<file path="config.mk">
export PLATFORM = sky130hd
export DESIGN_NAME = ldst_lane_unit
export DESIGN_NICKNAME = d
export VERILOG_FILES = /design/src/rtl/ldst_pkg.sv /design/src/rtl/ldst_addr_gen.sv /design/src/rtl/ldst_store_steer.sv /design/src/rtl/ldst_load_extend.sv /design/src/rtl/ldst_lane_unit.sv
export SDC_FILE = /design/constraint.sdc
export NUM_CORES = 1
export LEC_CHECK = 0
export BUFFER_PORTS_ARGS = -buffer_cell sky130_fd_sc_hd__buf_2
export CAP_MARGIN = 10
export CORE_ASPECT_RATIO = 0.6
export CORE_MARGIN = 4
export CORE_UTILIZATION = 44
export DETAILED_ROUTE_END_ITERATION = 8
export PLACE_DENSITY_LB_ADDON = 0.08
export SLEW_MARGIN = 0
export SYNTH_ARGS = -nofsm -noshare
export SYNTH_HDL_FRONTEND = slang
export SYNTH_SLANG_ARGS = --single-unit
</file>
<file path="constraint.sdc">
create_clock -name clk -period 7.25 [get_ports clk]
set_input_delay 2.175 -clock clk [delete_from_list [all_inputs] [get_ports clk]]
set_output_delay 2.175 -clock clk [all_outputs]
set_load 0.02 [all_outputs]
</file>
<file path="src/rtl/ldst_pkg.sv">
package ldst_pkg;

  typedef enum logic [1:0] {
    SZ_BYTE = 2'd0,
    SZ_HALF = 2'd1,
    SZ_WORD = 2'd2,
    SZ_WIDE = 2'd3
  } acc_size_e;

endpackage

</file>
<file path="src/rtl/ldst_addr_gen.sv">
module ldst_addr_gen
  import ldst_pkg::*;
#(
  parameter int ADDR_W = 32,
  parameter int DISP_W = 16,
  parameter int NBYTES = 4
) (
  input  logic [ADDR_W-1:0]        base,
  input  logic [DISP_W-1:0]        disp,
  input  acc_size_e                size,
  input  logic                     big_endian,
  output logic [ADDR_W-$clog2(NBYTES)-1:0] word_addr,
  output logic [$clog2(NBYTES)-1:0] lane,
  output logic [NBYTES-1:0]        lane_mask,
  output logic                     misaligned
);
  localparam int OFF_W = $clog2(NBYTES);
  localparam int NB_W  = OFF_W + 1;

  logic [ADDR_W-1:0] ea;
  logic [OFF_W-1:0]  off;
  logic [NB_W-1:0]   nb;
  logic [OFF_W-1:0]  algn_mask;
  logic [NB_W-1:0]   be_lane;

  always_comb begin
    ea = base + {{(ADDR_W-DISP_W){disp[DISP_W-1]}}, disp};
    off = ea[OFF_W-1:0];
    unique case (size)
      SZ_BYTE: nb = NB_W'(1);
      SZ_HALF: nb = NB_W'(2);
      default: nb = NB_W'(NBYTES);
    endcase
    algn_mask  = OFF_W'(nb - NB_W'(1));
    misaligned = |(off & algn_mask);
    be_lane    = NB_W'(NBYTES) - nb - {1'b0, off};
    lane       = big_endian ? be_lane[OFF_W-1:0] : off;
    lane_mask  = NBYTES'((NB_W'(1) << nb) - NB_W'(1));
    word_addr  = ea[ADDR_W-1:OFF_W];
  end

endmodule

</file>
<file path="src/rtl/ldst_store_steer.sv">
module ldst_store_steer
  import ldst_pkg::*;
#(
  parameter int NBYTES = 4
) (
  input  logic                      enable,
  input  acc_size_e                 size,
  input  logic [$clog2(NBYTES)-1:0] lane,
  input  logic [NBYTES-1:0]         lane_mask,
  input  logic [8*NBYTES-1:0]       wdata,
  output logic [NBYTES-1:0]         be,
  output logic [8*NBYTES-1:0]       wdata_out
);
  always_comb begin
    be = enable ? NBYTES'(lane_mask << lane) : '0;
  end

  for (genvar gl = 0; gl < NBYTES; gl++) begin : gen_lane
    always_comb begin
      unique case (size)
        SZ_BYTE: wdata_out[8*gl +: 8] = wdata[7:0];
        SZ_HALF: wdata_out[8*gl +: 8] = wdata[8*(gl % 2) +: 8];
        default: wdata_out[8*gl +: 8] = wdata[8*gl +: 8];
      endcase
    end
  end

endmodule

</file>
<file path="src/rtl/ldst_load_extend.sv">
module ldst_load_extend
  import ldst_pkg::*;
#(
  parameter int NBYTES = 4
) (
  input  logic                      clk,
  input  logic                      rst_n,
  input  logic                      valid,
  input  acc_size_e                 size,
  input  logic [$clog2(NBYTES)-1:0] lane,
  input  logic                      is_unsigned,
  input  logic [8*NBYTES-1:0]       rdata,
  output logic [8*NBYTES-1:0]       data
);
  localparam int DATA_W = 8 * NBYTES;

  logic [DATA_W-1:0] shifted;
  logic [DATA_W-1:0] ext;

  always_comb begin
    shifted = rdata >> {lane, 3'b000};
    unique case (size)
      SZ_BYTE: ext = {{(DATA_W-8){~is_unsigned & shifted[7]}}, shifted[7:0]};
      SZ_HALF: ext = {{(DATA_W-16){~is_unsigned & shifted[15]}}, shifted[15:0]};
      default: ext = shifted;
    endcase
    data = valid ? ext : '0;
  end

  // unsigned narrow loads leave the upper bits clear
  a_r8_zero_fill: assert property (@(posedge clk) disable iff (!rst_n)
    (valid && is_unsigned && size == SZ_BYTE) |-> (data[DATA_W-1:8] == '0));

  // signed halfword loads replicate bit 15 upwards
  a_r7_sign_copy: assert property (@(posedge clk) disable iff (!rst_n)
    (valid && !is_unsigned && size == SZ_HALF) |->
      (data[DATA_W-1:16] == {(DATA_W-16){data[15]}}));

endmodule

</file>
<file path="src/rtl/ldst_lane_unit.sv">
module ldst_lane_unit
  import ldst_pkg::*;
#(
  parameter int ADDR_W = 32,
  parameter int DISP_W = 16,
  parameter int NBYTES = 4
) (
  input  logic                                 clk,
  input  logic                                 rst_n,
  input  logic                                 req_valid,
  input  logic                                 req_store,
  input  logic [1:0]                           req_size,
  input  logic                                 req_unsigned,
  input  logic                                 req_big_endian,
  input  logic [ADDR_W-1:0]                    req_base,
  input  logic [DISP_W-1:0]                    req_disp,
  input  logic [8*NBYTES-1:0]                  req_wdata,
  output logic                                 mem_en,
  output logic                                 mem_we,
  output logic [ADDR_W-$clog2(NBYTES)-1:0]     mem_addr,
  output logic [NBYTES-1:0]                    mem_be,
  output logic [8*NBYTES-1:0]                  mem_wdata,
  input  logic [8*NBYTES-1:0]                  mem_rdata,
  output logic                                 align_fault,
  output logic                                 ld_valid,
  output logic [8*NBYTES-1:0]                  ld_data
);
  localparam int OFF_W = $clog2(NBYTES);

  // reset: asynchronous assertion, synchronous release
  logic [1:0] rst_sync_q;
  logic       rst_ok;

  always_ff @(posedge clk or negedge rst_n) begin
    if (!rst_n) rst_sync_q <= 2'b00;
    else        rst_sync_q <= {rst_sync_q[0], 1'b1};
  end
  assign rst_ok = rst_sync_q[1];

  acc_size_e        size_e;
  logic [OFF_W-1:0] lane;
  logic [NBYTES-1:0] lane_mask;
  logic             misaligned;
  logic             accepted;
  logic             go;

  assign size_e = acc_size_e'(req_size);

  ldst_addr_gen #(
    .ADDR_W(ADDR_W), .DISP_W(DISP_W), .NBYTES(NBYTES)
  ) u_agen (
    .base      (req_base),
    .disp      (req_disp),
    .size      (size_e),
    .big_endian(req_big_endian),
    .word_addr (mem_addr),
    .lane      (lane),
    .lane_mask (lane_mask),
    .misaligned(misaligned)
  );

  always_comb begin
    accepted    = req_valid & rst_ok;
    go          = accepted & ~misaligned;
    align_fault = accepted & misaligned;
    mem_en      = go;
    mem_we      = go & req_store;
  end

  ldst_store_steer #(.NBYTES(NBYTES)) u_steer (
    .enable   (go),
    .size     (size_e),
    .lane     (lane),
    .lane_mask(lane_mask),
    .wdata    (req_wdata),
    .be       (mem_be),
    .wdata_out(mem_wdata)
  );

  // load context held across the memory latency
  logic             ldp_q, ldp_d;
  acc_size_e        lsz_q, lsz_d;
  logic [OFF_W-1:0] llane_q, llane_d;
  logic             luns_q, luns_d;
  logic             ctx_en;

  always_comb begin
    ldp_d   = go & ~req_store;
    ctx_en  = ldp_d;
    lsz_d   = ctx_en ? size_e       : lsz_q;
    llane_d = ctx_en ? lane         : llane_q;
    luns_d  = ctx_en ? req_unsigned : luns_q;
  end

  always_ff @(posedge clk or negedge rst_n) begin
    if (!rst_n) begin
      ldp_q   <= 1'b0;
      lsz_q   <= SZ_WORD;
      llane_q <= '0;
      luns_q  <= 1'b0;
    end else begin
      ldp_q   <= ldp_d;
      lsz_q   <= lsz_d;
      llane_q <= llane_d;
      luns_q  <= luns_d;
    end
  end

  assign ld_valid = ldp_q;

  ldst_load_extend #(.NBYTES(NBYTES)) u_ext (
    .clk        (clk),
    .rst_n      (rst_ok),
    .valid      (ldp_q),
    .size       (lsz_q),
    .lane       (llane_q),
    .is_unsigned(luns_q),
    .rdata      (mem_rdata),
    .data       (ld_data)
  );

  // a fault leaves the memory interface quiet
  a_r2_fault_quiet: assert property (@(posedge clk) disable iff (!rst_ok)
    align_fault |-> (!mem_en && !mem_we && mem_be == '0));

  // byte requests never fault
  a_r2_byte_never_faults: assert property (@(posedge clk) disable iff (!rst_ok)
    (req_valid && req_size == 2'd0) |-> !align_fault);

  // strobe count matches the access width
  a_r4_be_count: assert property (@(posedge clk) disable iff (!rst_ok)
    mem_en |-> ($countones(mem_be) ==
      ((req_size == 2'd0) ? 1 : (req_size == 2'd1) ? 2 : NBYTES)));

  // load result only after an accepted read
  a_r6_ld_follows_read: assert property (@(posedge clk) disable iff (!rst_ok)
    ld_valid |-> $past(mem_en && !mem_we));

  // a store is never followed by a load result
  a_r6_store_no_result: assert property (@(posedge clk) disable iff (!rst_ok)
    (mem_en && mem_we) |=> !ld_valid);

endmodule

</file>
==> qor.csv, run 1 <==
metric,value,unit
clkLatencyLatePin,0.23,ns
finalSetupViolations,0,
netlist_area,3350,sq um
wirelength,12400,microns
worstMarginPinSlew,0.544,ns
fin_crit_sh,94.1,%
die_h,75.6,microns
synth_top_flop_cell,dfrtp_1,
synthCells,463,
gp_congestion,0.954,
synth_compound_area_share,33.2,%
synth_top_family_by_area,compound AO/OA/AOI/OAI gates,
min_path_type,flop to flop,
fill_cells,727,
irDropWorstVdd,0.115,mV
cellLeakagePower,2.46,nW
synthSimpleGateAreaFrac,17.2,%
first_pass_iters,5,
synth_top_cell_by_area,ha_1,
cts_root_buf,clkbuf_16,
highest_layer,met4,
antenna_found_initial,0,
setup-tns-final,0,ns
ys_types,57,
post_cts_buffers,0,
final_cell_mix,"buf_2 (221), nand2_1 (62), a21oi_1 (49)",
start_util,45.7,%
via_per_inst,5.53,
hold_viol_final,0,
tritoncts,yes,
status,"finished, final reports clean",
cts_hold_repair.buffers,0,
grt_pass1_vias,3803,
wl_per_cell,16.2,microns
pin_count,222,
synthesis.nets,619,
synthMuxAreaShare,16.5,%
critPathLaunchType,input port,
synth.yosys.warnings,0,
worstPathArrival,4.65,ns
dp_cells,765,
rsz0062_at_grt,no,
h-tree-depth,1,
grt.total_usage,25.4,%
fmax,0.147,GHz
numClockSinks,8,
fin_nets,822,
ctsResizeCount,0,
cts.path.max_buffers,2,
wl_met1,5680,microns
async_reset_ff_share,100,%
via_count,4252,
drt_iter0_drc,319,
avgSynthCellArea,7.24,sq um
ys_top_cells_by_area,"ha_1 (13%), mux2_2 (9.1%), mux2i_1 (7.5%), a21oi_1 (7.3%), nand2_1 (6.9%)",
clkTransAtPathRegs,0.04,ns
coreArea,7330,sq um
maxCapViolations,0,
cts_buffers,3,
slew_violations,0,
register_area,201,sq um
yosysSeqAreaShare,6.01,%
port_buffers,221,
wl_met3,1000,microns
dp_hpwl,10400,microns
critPathCaptureType,output pin,
grt.overflow.total,0,
slew_headroom,63.5,%
power_density,167,nW/um^2
wl_met2,5600,microns
die-width,121,microns
synth_edf_count,0,
final_common_cell,buf_2,
synthDominantCellAreaShare,13.1,%
min_period,6.82,ns
grt_pass1_wl,19100,microns
crit_type,input port to output pin,
antenna_cells,0,
drive_above_1_share,40.8,%
synth_adder_area_share,13.7,%
multi_input_area,2970,sq um
drc,0,
required,5.08,ns
synth_xor_area_share,7.84,%
row_count,24,
dieArea,9120,sq um
ys_ff_latch,8,
postRouteAntennaNets,0,
layout.cells.non_filler,769,
grt_max_degree,36,
syn2layout_area_growth,36.2,%
holdWs,0.344,ns
path_max_fanout,17,
fin_skew,0.00105,ns
==> power breakdown <==
part / total [mW] / internal [mW] / switching, mW / leakage (nW)
clock: 0.0939 / 0.0732 / 0.0207 / 0.0382
sequential: 0.0856 / 0.0573 / 0.0283 / 0.0946
combinational: 0.581 / 0.236 / 0.345 / 2.32
==> critical path, cell delays in order <==
cell       delay (ns)
buf_2            0.32
ha_1             0.38
a21oi_2          0.19
o21ai_1          0.08
a2111oi_1        0.52
o31ai_1          0.17
a31oi_4          0.22
nor4_1           0.08
a311o_1          0.33
buf_2            0.16
==> cells in the mapped netlist, types with 9 or more instances <==
library cell and count:
nand2_1 62, a21oi_1 49, ha_1 35, nor2_1 33
o21ai_0 29, mux2_2 27, mux2i_1 25, xnor2_1 18
o21a_1 13, a21o_1 12, clkbuf_1 12, xor2_1 12
inv_1 10, nand3_1 9
==> metrics by stage <==
step	utilization (%)	setup WS [ns]	power, mW	cell area, sq um
detailed placement	61.2	0.459	0.661	4490
global route	62.3	0.231	0.821	4560
floorplan	-	0.554	0.494	3350
finish	62.3	0.428	0.760	4560
CTS	62.3	0.448	0.760	4560
global placement	61.2	0.531	0.651	4490
==> path summary, 6_finish.rpt <==
check                                        startpoint                       to  slack, ns  depth (start not counted)
worst max-delay path                       req_disp[15]             mem_addr[27]       0.43                         10
min in group asynchronous                         rst_n   llane_q[0]$_DFFE_PN0P_       1.79                          1
max in group asynchronous                         rst_n     lsz_q[1]$_DFFE_PN1P_       5.22                          1
worst max register to register  rst_sync_q[1]$_DFF_PN0_       luns_q$_DFFE_PN0P_       5.84                          3
worst min register to register  rst_sync_q[0]$_DFF_PN0_  rst_sync_q[1]$_DFF_PN0_       0.34                          0
worst min-delay path            rst_sync_q[0]$_DFF_PN0_  rst_sync_q[1]$_DFF_PN0_       0.34                          0
==> routing by layer <==
| layer | vias up | global-route usage [%] |
|---|---|---|
| met3 | 12 | 3.12 |
| met5 | - | 0 |
| met2 | 210 | 43.0 |
| met1 | 1925 | 35.7 |
| li1 | 2105 | - |
| met4 | 0 | 4.15 |
==> layout make-up <==
class                   count  share of cell area [%]
repair buffers            226                    25.1
clock buffers               4                    1.73
inverters                  11                   0.905
flip-flops and latches      8                    4.41
multi-input cells         416                    65.0
well taps                 104                    2.85
==> registers in the layout, indices dropped and copies added, names as in the netlist <==
name	cells
lsz_q	2
luns_q	1
rst_sync_q	2
llane_q	2
ld_valid	1
==> kinds of logic after synthesis <==
kind of cell               count (synthesis)
buffers and inverters                     39
other                                      1
adders and majority gates                 36
xor gates and xnor gates                  30
and+or+nand+nor                          131
DFF                                        8
AOI/OAI and AO/OA                        166
muxes                                     52
Power figures use the tool's default switching activity.
==> run 2, diff against run 1 <==
CORE_UTILIZATION = 47   (was 44)
clock period = 8.1 ns   (was 7.25 ns; I/O delays follow)
==> qor.csv, run 2 (synthesis gave the netlist of run 1 again) <==
metric,value,unit,change
drt_iter0_drc,320,,was 319
pin_count,222,,unchanged
fin_crit_sh,93.4,%,
tritoncts,yes,,unchanged
grt_pass1_wl,19100,microns,about the same
via_count,4285,,was 4252
ctsResizeCount,0,,unchanged
crit_type,input port to output pin,,unchanged
power_density,150,nW/um^2,was 167 nW/um^2
cts_buffers,3,,unchanged
fmax,0.132,GHz,
path_max_fanout,11,,was 17
drive_above_1_share,40.6,%,was 40.8%
final_cell_mix,"buf_2 (221), nand2_1 (62), a21oi_1 (49)",,unchanged
drc,0,,unchanged
coreArea,6790,sq um,was 7330 sq um
port_buffers,221,,unchanged
worstMarginPinSlew,0.670,ns,was 0.544 ns
slew_headroom,55.3,%,was 63.5%
slew_violations,0,,unchanged
cts_hold_repair.buffers,0,,unchanged
antenna_found_initial,0,,unchanged
finalSetupViolations,0,,unchanged
hold_viol_final,0,,unchanged
largestRegisters,"llane_q x2, lsz_q x2, rst_sync_q x2",,unchanged
die_h,73.4,microns,was 75.6 microns
via_per_inst,5.71,,was 5.53
grt.total_usage,27.1,%,was 25.4%
hold_depth,0,,unchanged
fin_nets,820,,was 822
post_cts_buffers,0,,unchanged
antenna_cells,0,,unchanged
clkLatencyLatePin,0.23,ns,about the same
maxCapViolations,0,,unchanged
cts_root_buf,clkbuf_16,,unchanged
worstPathArrival,5.14,ns,was 4.65 ns
dieArea,8590,sq um,was 9120 sq um
irDropWorstVdd,0.0847,mV,was 0.115 mV
grt_max_degree,36,,unchanged
r2r_cells,3,,unchanged
postLayoutCoreUtil,66.7,%,was 62.3%
dp_cells,746,,was 765
cellLeakagePower,2.45,nW,was 2.46 nW
min_path_type,flop to flop,,unchanged
critPathLaunchType,input port,,unchanged
status,"finished, final reports clean",,unchanged
grt_pass1_vias,4123,,was 3803
placed_cell_area,4450,sq um,was 4490 sq um
setup-tns-final,0,ns,unchanged
die-width,117,microns,was 121 microns
start_util,49.4,%,was 45.7%
gp_congestion,0.916,,was 0.954
syn2layout_area_growth,35.1,%,was 36.2%
postRouteAntennaNets,0,,unchanged
layout.cells.non_filler,750,,was 769
required,5.67,ns,was 5.08 ns
dp_hpwl,10300,microns,was 10400 microns
clkTransAtPathRegs,0.04,ns,about the same
row_count,23,,was 24
numClockSinks,8,,unchanged
pre_cts_ws,0.574,ns,was 0.459 ns
fin_skew,0.00506,ns,was 0.00105 ns
wirelength,12300,microns,was 12400 microns
first_pass_iters,5,,unchanged
final_common_cell,buf_2,,unchanged
grt.overflow.total,0,,unchanged
min_period,7.57,ns,
final_cell_area,4530,sq um,was 4560 sq um
wl_per_cell,16.3,microns,was 16.2 microns
h-tree-depth,1,,unchanged
cts.path.max_buffers,2,,unchanged
fin_ws,0.531,ns,was 0.428 ns
critPathCaptureType,output pin,,unchanged
rsz0062_at_grt,no,,unchanged
run 2: changes by cell type in the layout (fill, tap and decap cells not counted), sizes merged:
| cell | before | now |
|---|---|---|
| buf | 226 | 224 |
run 2: worst max-delay path: stages:
cell	delay, ns
buf_2	0.20
nor2_1	0.47
clkinv_1	0.44
ha_1	0.34
or2_2	0.29
nand3_1	0.10
xor2_1	0.37
a21oi_1	0.13
a31oi_1	0.17
nor2_1	0.05
buf_2	0.15
run 2: final timing paths:
check                                   startpoint                      end  slack [ns]
max                                    req_size[0]                mem_be[2]        0.53
min reg2reg                rst_sync_q[0]$_DFF_PN0_  rst_sync_q[1]$_DFF_PN0_        0.36
max reg2reg                rst_sync_q[1]$_DFF_PN0_     lsz_q[0]$_DFFE_PN0P_        6.67
min in group asynchronous                    rst_n       ld_valid$_DFF_PN0_        2.03
min                        rst_sync_q[0]$_DFF_PN0_  rst_sync_q[1]$_DFF_PN0_        0.36
max in group asynchronous                    rst_n     lsz_q[1]$_DFFE_PN1P_        5.83
run 2: per-layer routing:
layer  share of wire, %  routed length [microns]  GRT usage [%]  up-vias
met5                  0                        0              0        -
met4                2.0                      242           6.36        0
met3                8.5                     1050           4.28       24
met2                 45                     5500           46.1      202
met1                 45                     5460           36.2     1963
li1                   -                        -              -     2096
run 2: through the flow:
| stage | total power [mW] | hold WS (ns) |
|---|---|---|
| final | 0.679 | 0.361 |
| after global routing | 0.735 | 0.367 |
| after CTS | 0.677 | 0.361 |
| after detailed placement | 0.588 | 0.336 |
| after global placement | 0.581 | 0.332 |
| after floorplan | 0.442 | 0.331 |
run 2: layout make-up:
type                    instances  area [sq um]
multi-input cells             416          2970
fillers                       597          2260
repair buffers                224          1130
flip-flops and latches          8           201
well taps                      87           109
clock buffers                   4          78.8
inverters                      11          41.3
run 2: where the power goes:
part	switching (mW)	internal [mW]	leakage (nW)
Sequential	0.0160	0.0514	0.0946
Clock	0.0194	0.0656	0.0382
Combinational	0.316	0.211	2.31
==> run 3, diff against run 2 <==
CELL_PAD_IN_SITES_DETAIL_PLACEMENT = 0   (was default)
CELL_PAD_IN_SITES_GLOBAL_PLACEMENT = 2   (was default)
CORE_UTILIZATION = 19   (was 47)
clock period = 6.7 ns   (was 8.1 ns; I/O delays follow)
==> qor.csv, run 3 (synthesis gave the netlist of run 1 again) <==
metric,value,unit,change
power_density,175,nW/um^2,was 150 nW/um^2
crit_type,input port to output pin,,unchanged
setup-tns-final,0,ns,unchanged
fin_nets,824,,was 820
fmax,0.156,GHz,
layout.cells.non_filler,901,,was 750
fin_crit_sh,95.7,%,
cts_hold_repair.buffers,0,,unchanged
cts.path.max_buffers,2,,unchanged
pin_count,222,,unchanged
finalSetupViolations,0,,unchanged
grt_pass1_vias,4148,,was 4123
first_pass_iters,4,,was 5
combPwrFrac,77.9,%,was 77.6%
required,4.69,ns,was 5.67 ns
port_buffers,221,,unchanged
hold_end,rst_sync_q[1]$_DFF_PN0_,,unchanged
worstMarginPinSlew,0.680,ns,was 0.670 ns
grt.total_usage,13.2,%,was 27.1%
drc,0,,unchanged
wl_per_cell,15.5,microns,was 16.3 microns
wirelength,13900,microns,was 12300 microns
slew_headroom,54.7,%,was 55.3%
coreArea,17200,sq um,was 6790 sq um
critPathLaunchType,input port,,unchanged
die-width,179,microns,was 117 microns
p_int,0.398,mW,was 0.328 mW
hold_depth,0,,unchanged
grt.overflow.total,0,,unchanged
drt_iter0_drc,203,,was 320
ctsResizeCount,0,,unchanged
status,"finished, final reports clean",,unchanged
holdWs,0.351,ns,was 0.361 ns
min_path_type,flop to flop,,unchanged
final_cell_mix,"buf_2 (221), nand2_1 (62), a21oi_1 (49)",,unchanged
fin_skew,0.00362,ns,was 0.00506 ns
postLayoutCoreUtil,27.5,%,was 66.7%
cellLeakagePower,2.47,nW,was 2.45 nW
post_cts_buffers,0,,unchanged
power_switching,0.433,mW,was 0.351 mW
min_period,6.41,ns,
dieArea,19900,sq um,was 8590 sq um
antenna_cells,0,,unchanged
gp_congestion,0.759,,was 0.916
numClockSinks,8,,unchanged
dp_cells,897,,was 746
via_per_inst,4.60,,was 5.71
maxCapViolations,0,,unchanged
path_max_fanout,10,,was 11
grt_max_degree,37,,was 36
h-tree-depth,1,,unchanged
antenna_found_initial,0,,unchanged
final_common_cell,buf_2,,unchanged
worstPathArrival,4.40,ns,was 5.14 ns
slew_violations,0,,unchanged
reg2reg_to,lsz_q[0]$_DFFE_PN0P_,,unchanged
cts_root_buf,clkbuf_16,,unchanged
critPathCaptureType,output pin,,unchanged
die_h,111,microns,was 73.4 microns
r2r_start,rst_sync_q[1]$_DFF_PN0_,,unchanged
row_count,37,,was 23
postRouteAntennaNets,0,,unchanged
hold_viol_final,0,,unchanged
cts_buffers,3,,unchanged
largestRegisters,"llane_q x2, lsz_q x2, rst_sync_q x2",,unchanged
clkLatencyLatePin,0.23,ns,about the same
drive_above_1_share,40.9,%,was 40.6%
worstHoldStart,rst_sync_q[0]$_DFF_PN0_,,unchanged
clock_power_share,12.3,%,was 12.5%
r2r_cells,3,,unchanged
seq_power_share,9.8,%,was 9.9%
via_count,4141,,was 4285
dp_hpwl,11900,microns,was 10300 microns
power,0.831,mW,was 0.679 mW
grt_pass1_wl,22400,microns,was 19100 microns
syn2layout_area_growth,41.5,%,was 35.1%
irDropWorstVdd,0.0827,mV,was 0.0847 mV
start_util,19.5,%,was 49.4%
tritoncts,yes,,unchanged
reg2reg_slack,5.32,ns,was 6.67 ns
rsz0062_at_grt,no,,unchanged
clkTransAtPathRegs,0.04,ns,about the same
swShare,52.1,%,was 51.8%
run 3: cell types whose count changed in the layout (fill, tap and decap cells not counted):
cell / change
buf_4: +4
run 3: critical path, cell delays in order:
cell	delay, ns
buf_2	0.17
ha_1	0.40
a21oi_2	0.19
o21ai_1	0.09
a2111oi_1	0.58
o31ai_1	0.18
a31oi_4	0.20
nor4_1	0.08
a311o_1	0.32
buf_2	0.16
run 3: worst max path at each step:
| stage | to | cells past startpoint | slack [ns] | from |
|---|---|---|---|---|
| finish | mem_addr[27] | 10 | 0.29 | req_disp[15] |
| global route | mem_addr[24] | 11 | 0.06 | req_base[0] |
| CTS | mem_addr[27] | 10 | 0.28 | req_disp[15] |
| detailed placement | mem_addr[27] | 10 | 0.29 | req_disp[15] |
| global placement | mem_addr[16] | 11 | 0.35 | req_base[0] |
| floorplan | mem_be[3] | 9 | 0.33 | req_size[0] |
run 3: layer usage:
layer | vias up | wire length [microns] | global-route usage, %
li1 | 2097 | - | -
met1 | 1901 | 7040 | 19.5
met2 | 143 | 5970 | 20.8
met4 | 0 | 0 | 0.355
met3 | 0 | 904 | 2.85
met5 | - | 0 | 0
run 3: power groups by stage:
stage | registers, mW | logic [mW] | clock network [mW]
floorplan | 0.0669 | 0.468 | 0
CTS | 0.0816 | 0.657 | 0.104
global route | 0.0837 | 0.718 | 0.108
finish | 0.0813 | 0.648 | 0.102
global placement | 0.0812 | 0.658 | 0
detailed placement | 0.0819 | 0.654 | 0
run 3: layout make-up:
| class | count | area (sq um) |
|---|---|---|
| clock buffer | 4 | 78.8 |
| inverter | 11 | 41.3 |
| tap | 234 | 293 |
| timing repair buffer | 228 | 1160 |
| sequential | 8 | 201 |
| multi-input combinational | 416 | 2970 |
| fill | 1977 | 12500 |
run 3: metrics by stage:
step	area, sq um	setup WS (ns)
after global placement	4660	0.348
after CTS	4740	0.280
after detailed placement	4660	0.291
after floorplan	3350	0.334
final	4740	0.291
after global routing	4740	0.0623
